[config.mk]
export PLATFORM = sky130hd
export DESIGN_NAME = edo_dram_emu
export DESIGN_NICKNAME = d
export VERILOG_FILES = /design/src/rtl/edo_pkg.sv /design/src/rtl/edo_ctrl.sv /design/src/rtl/edo_datapath.sv /design/src/rtl/edo_dram_emu.sv
export SDC_FILE = /design/constraint.sdc
export NUM_CORES = 1
export LEC_CHECK = 0
export ABC_CLOCK_PERIOD_IN_PS = 6100
export BUFFER_PORTS_ARGS = -buffer_cell sky130_fd_sc_hd__buf_4
export CAP_MARGIN = 40
export CORE_MARGIN = 5
export CORE_UTILIZATION = 51
export CTS_CLUSTER_DIAMETER = 60
export DETAILED_ROUTE_END_ITERATION = 12
export PLACE_DENSITY = 0.76
export SYNTH_ARGS = -nofsm -noshare
export SYNTH_HDL_FRONTEND = slang
export SYNTH_SLANG_ARGS = --single-unit
[constraint.sdc]
create_clock -name clk -period 6.1 [get_ports clk]
set_clock_uncertainty 0.05 [all_clocks]
set_input_delay 1.22 -clock clk [delete_from_list [all_inputs] [get_ports clk]]
set_output_delay 1.22 -clock clk [all_outputs]
set_load 0.03 [all_outputs]
[src/rtl/edo_pkg.sv]
package edo_pkg;
  localparam int ADDR_W = 10;
  localparam int LANE_W = 8;
  localparam int LANES  = 2;
  localparam int DQ_W   = LANE_W * LANES;

  typedef struct packed {
    logic             loadRow;
    logic             loadCol;
    logic [LANES-1:0] wrLanes;
  } edoStrobes_t;
endpackage

[src/rtl/edo_ctrl.sv]
module edo_ctrl
  import edo_pkg::*;
(
  input  logic             clk,
  input  logic             rst_n,
  input  logic             rasN,
  input  logic             caslN,
  input  logic             cashN,
  input  logic             weN,
  input  logic             oeN,
  output edoStrobes_t      strobes,
  output logic [LANES-1:0] laneOe
);
  logic             rasNPrev;
  logic             weNPrev;
  logic             oeNReg;
  logic [LANES-1:0] laneLowPrev;
  logic             readValid;
  logic             oeLock;
  logic [LANES-1:0] laneSel;

  logic [LANES-1:0] laneLow;
  logic [LANES-1:0] laneFall;
  logic             casLow;
  logic             casFall;
  logic             weFall;
  logic             rowOpen;
  logic             idle;
  logic [LANES-1:0] wrNow;

  always_comb begin
    laneLow  = ~{cashN, caslN};
    laneFall = laneLow & ~laneLowPrev;
    casLow   = |laneLow;
    casFall  = casLow & ~(|laneLowPrev);
    weFall   = weNPrev & ~weN;
    rowOpen  = ~rasN;
    idle     = rasN & ~casLow;
    wrNow    = '0;
    if (rowOpen) begin
      wrNow = (laneFall & {LANES{~weN}})
            | (laneLow & ~laneFall & {LANES{weFall & oeN}});
    end
    strobes.loadRow = rasNPrev & ~rasN;
    strobes.loadCol = rowOpen & casFall;
    strobes.wrLanes = wrNow;
  end

  always_ff @(posedge clk) begin
    if (!rst_n) begin
      rasNPrev    <= 1'b1;
      weNPrev     <= 1'b1;
      oeNReg      <= 1'b1;
      laneLowPrev <= '0;
    end else begin
      rasNPrev    <= rasN;
      weNPrev     <= weN;
      oeNReg      <= oeN;
      laneLowPrev <= laneLow;
    end
  end

  always_ff @(posedge clk) begin
    if (!rst_n) begin
      readValid <= 1'b0;
      oeLock    <= 1'b0;
      laneSel   <= '0;
    end else if (idle) begin
      readValid <= 1'b0;
      oeLock    <= 1'b0;
      laneSel   <= '0;
    end else if (strobes.loadCol) begin
      readValid <= weN;
      oeLock    <= 1'b0;
      laneSel   <= laneFall;
    end else begin
      if (|wrNow) readValid <= 1'b0;
      if (casLow && oeN) oeLock <= 1'b1;
      if (rowOpen) laneSel <= laneSel | laneFall;
    end
  end

  assign laneOe = {LANES{readValid & ~oeNReg & ~oeLock}} & laneSel;
endmodule

[src/rtl/edo_datapath.sv]
module edo_datapath
  import edo_pkg::*;
#(
  parameter int ROW_BITS = 3,
  parameter int COL_BITS = 3
) (
  input  logic              clk,
  input  logic              rst_n,
  input  logic [ADDR_W-1:0] addr,
  input  logic [DQ_W-1:0]   dqIn,
  input  edoStrobes_t       strobes,
  output logic [DQ_W-1:0]   rdData
);
  localparam int IDX_W = ROW_BITS + COL_BITS;
  localparam int DEPTH = 1 << IDX_W;
  localparam int TOP_B = (ROW_BITS > COL_BITS) ? ROW_BITS : COL_BITS;

  logic [ROW_BITS-1:0] rowReg;
  logic [COL_BITS-1:0] colReg;
  logic [IDX_W-1:0]    wrIdx;
  logic [IDX_W-1:0]    rdIdx;
  logic                unusedAddrBits;

  assign unusedAddrBits = ^addr[ADDR_W-1:TOP_B];

  always_ff @(posedge clk) begin
    if (!rst_n) begin
      rowReg <= '0;
      colReg <= '0;
    end else begin
      if (strobes.loadRow) rowReg <= addr[ROW_BITS-1:0];
      if (strobes.loadCol) colReg <= addr[COL_BITS-1:0];
    end
  end

  assign wrIdx = {rowReg, strobes.loadCol ? addr[COL_BITS-1:0] : colReg};
  assign rdIdx = {rowReg, colReg};

  for (genvar g = 0; g < LANES; g++) begin : gLane
    logic [LANE_W-1:0] laneMem [DEPTH];
    always_ff @(posedge clk) begin
      if (!rst_n) begin
        for (int i = 0; i < DEPTH; i++) laneMem[i] <= '0;
      end else if (strobes.wrLanes[g]) begin
        laneMem[wrIdx] <= dqIn[g*LANE_W +: LANE_W];
      end
    end
    assign rdData[g*LANE_W +: LANE_W] = laneMem[rdIdx];
  end
endmodule

[src/rtl/edo_dram_emu.sv]
module edo_dram_emu
  import edo_pkg::*;
#(
  parameter int ROW_BITS = 3,
  parameter int COL_BITS = 3
) (
  input  logic              clk,
  input  logic              rst_n,
  input  logic              rasN,
  input  logic              caslN,
  input  logic              cashN,
  input  logic              weN,
  input  logic              oeN,
  input  logic [ADDR_W-1:0] addr,
  input  logic [DQ_W-1:0]   dqIn,
  output logic [DQ_W-1:0]   dqOut,
  output logic [LANES-1:0]  dqOe
);
  edoStrobes_t strobes;

  edo_ctrl uCtrl (
    .clk    (clk),
    .rst_n  (rst_n),
    .rasN   (rasN),
    .caslN  (caslN),
    .cashN  (cashN),
    .weN    (weN),
    .oeN    (oeN),
    .strobes(strobes),
    .laneOe (dqOe)
  );

  edo_datapath #(.ROW_BITS(ROW_BITS), .COL_BITS(COL_BITS)) uData (
    .clk    (clk),
    .rst_n  (rst_n),
    .addr   (addr),
    .dqIn   (dqIn),
    .strobes(strobes),
    .rdData (dqOut)
  );
endmodule

==> impl_metrics.toml <==
[timing]
setup-violations-final = 0
final_max_slew_viol_count = 0
final.period_utilization_pct = 85.3
worst_slew_pin_slew_ps = 814
fin_setup_tns_ps = 0
max_clock_freq_mhz = 192
finalHoldViolations = 0
max_slew_margin_pct = 45.1
grt_setup_unrepaired = "false"
period_minus_ws_final_ps = 5200

[global_route]
antenna_violations_before_repair = 7
globalRoute.totalOverflow = 0
grt_first_pass_wirelength_um = 169000
total_routing_usage_gr_pct = 22.3
grt_pass1_vias = 27000
grt_start_max_net_pins = 70

[route]
ant_nets = 0
drt-vias-per-instance = 5.88
number_of_detailed_routing_iterations_run_before_antenna_repair = 8
detailedRoute.firstIterationViolations = 3148
finalWirelength_um = 112000
detailroute.via_count = 26800
routedWlPerCell_um = 24.5
drc = 0

[floorplanning]
die_w_um = 316
dieHeight_um = 316
boundaryPins = 51
num_rows = 112
coreArea_sq_mm = 0.0933
floorplan.initialDensity_pct = 51.3
die-area_sq_mm = 0.100

[power]
ir_worst_vdd_mv = 0.249
power.density_mw_per_mm2 = 286
cellLeakagePower_uw = 0.0194

[logic_synthesis]
synth_nets = 3186
synthesized_area_sq_mm = 0.0479
mean_area_per_synthesized_cell_sq_um = 15.2
synth.yosys.warnings = 0
synth_sequential_area_ratio_pct = 64.8
postSynth.asyncResetShare_pct = 0
mapped_cells = 3153
synth_area_leaders = "edfxtp_1 (64%), and2_1 (13%), mux4_2 (12%)"
ys_ff_latch = 1039
synth_top_cell_by_area = "edfxtp_1"
yosysTopAreaCellShare_pct = 64.2
synth_enable_flop_cells = 1024
yosysUniqueCellTypes = 50
synthTopCellsByCount = "and2_1 (1,024), edfxtp_1 (1,024), mux4_2 (253)"
dominant_synthesized_flop_cell = "edfxtp_1"

[clock_tree]
cts-root-to-sink-buffers = 3
cts_buffers = 94
ctsResizeCount = 0
cts-root-buf = "clkbuf_16"
ctsHoldBuffers = 0
clock_sinks = 1039
tritoncts = "done"
post_cts.repair.setup_buffers = 0
clk-insertion-delay-late_ps = 660
htree_levels = 3
path_clk_slew_ps = 60

[placement]
detailedPlacementHpwl_um = 70000
gp_congestion = 0.841
port-buffer-count = 43

[hold_path]
hold_path.class = "reg -> reg"

[run_status]
outcome = "finished clean"

[critical_path]
timing.critical_path.required_ps = 4830
crit_buf_inv = 2
endpoint_kind = "primary output"
critical_path.cell_chain = "buf_4 -> mux4_2 -> mux2i_1 -> o22ai_1 -> or4_1 -> buf_4"
critPathLaunchType = "flip-flop"
critical_path.max_stage_delay_ps = 760
critical_path.most_common_cell = "buf_4"
critPathSlowestCell = "dfxtp_4"
path_max_fanout = 25
path_class = "reg -> out"
crit_arrival_ps = 3930
critPathTopFamily = "multiplexers"

[layout]
fin_util_pct = 57.2
area_growth_pct = 11.4
nNetsFinal = 3247
n_fill_cell = 7004
drive_gt1_share_pct = 19.7

[flow_run]
max_cap_viol_count = 0
-- worst reg2reg max path, cell delays in order (launching register included) --
cell and delay [ps]:
dfxtp_1 840, inv_1 340, or3_1 670, buf_6 270
nand2b_1 430, o21ai_0 790, buf_4 270
-- final cells by class --
cell class                 count  area, sq um  share of cell area (%)
sequential                  1039        31100                    58.2
multi-input combinational   1854        15900                    29.7
clock buffer                 118         2510                    4.70
timing repair buffer         221         1750                    3.27
tap                         1254         1570                    2.94
clock inverter                60          591                    1.11
inverter                       4         20.0                  0.0375
antenna                        1         2.50                 0.00469
-- path summary, 6_finish.rpt --
kind / startpoint / to / slack (ps) / cells after the start
worst max-delay path: uData.colReg[0] / dqOut[11] / 900 / 6
worst min-delay path: uCtrl.laneSel[1] / uCtrl.laneSel[1] / 460 / 2
worst max register to register: uData.rowReg[0] / uData.gLane[0].laneMem[15][6] / 2160 / 6
worst min register to register: uCtrl.laneSel[1] / uCtrl.laneSel[1] / 460 / 2
-- through the flow --
stage	hold WS (ps)	cells	total power (uW)	instance area [sq um]	worst slack, ps
after floorplan	399	3153	8940	47900	2410
after global placement	431	4311	9330	49800	1120
after detailed placement	444	4370	9380	50200	1580
after CTS	457	4548	15300	53300	858
after global routing	489	4550	15700	53300	808
final	464	4551	15200	53400	897
-- registers in the layout (all words and copies together), names as in the netlist --
name,count
uCtrl.laneLowPrev,2
uCtrl.laneSel,2
uCtrl.oeLock,1
uCtrl.oeNReg,1
uCtrl.rasNPrev,1
uCtrl.readValid,1
uCtrl.weNPrev,1
uData.colReg,3
uData.gLane.laneMem,1024
uData.rowReg,3
-- layout by cell type, fill, tap and decap left out, types with 3 or more instances in the layout --
cell	netlist	routed
bufinv_16	0	11
a221oi_1	4	4
and2_1	1024	1024
nor2_1	125	124
a211oi_1	4	4
mux2i_1	128	128
o22ai_1	58	58
a22o_1	3	3
mux4_2	253	253
nor3_1	9	9
nand3_1	4	4
buf_4	8	159
dfxtp_1	15	13
clkinv_1	0	18
buf_2	26	45
nor2b_1	3	3
or4_1	14	14
clkbuf_1	174	21
nand2_1	22	22
a31oi_4	0	5
clkinvlp_4	0	6
or3_1	4	4
clkinv_2	0	19
o21ai_0	128	128
edfxtp_1	1024	1024
clkbuf_16	0	97
inv_6	0	6
nand3b_1	3	3
nand2b_1	12	12
buf_12	0	11
nor2_2	19	19
a21oi_1	8	8
-- report_power, final --
| group | internal [uW] | leakage (uW) | switching (uW) |
|---|---|---|---|
| Clock | 3390 | 0.00151 | 2610 |
| Combinational | 407 | 0.00725 | 693 |
| Sequential | 8050 | 0.0107 | 86.5 |
| Total | 11900 | 0.0194 | 3390 |
-- per-layer routing --
layer,wire length (um),global-route usage (%)
met5,41,0
met1,43200,31.0
met2,55100,36.7
met3,9890,3.63
met4,3370,7.18
-- logic make-up after synthesis --
logic type / after synthesis / share of synthesized area [%]
compound gates: 223 / 2.69
buf+inv: 260 / 2.31
simple gates: 1250 / 15.6
flops: 1039 / 64.8
mux: 381 / 14.6
Power figures use the tool's default switching activity.
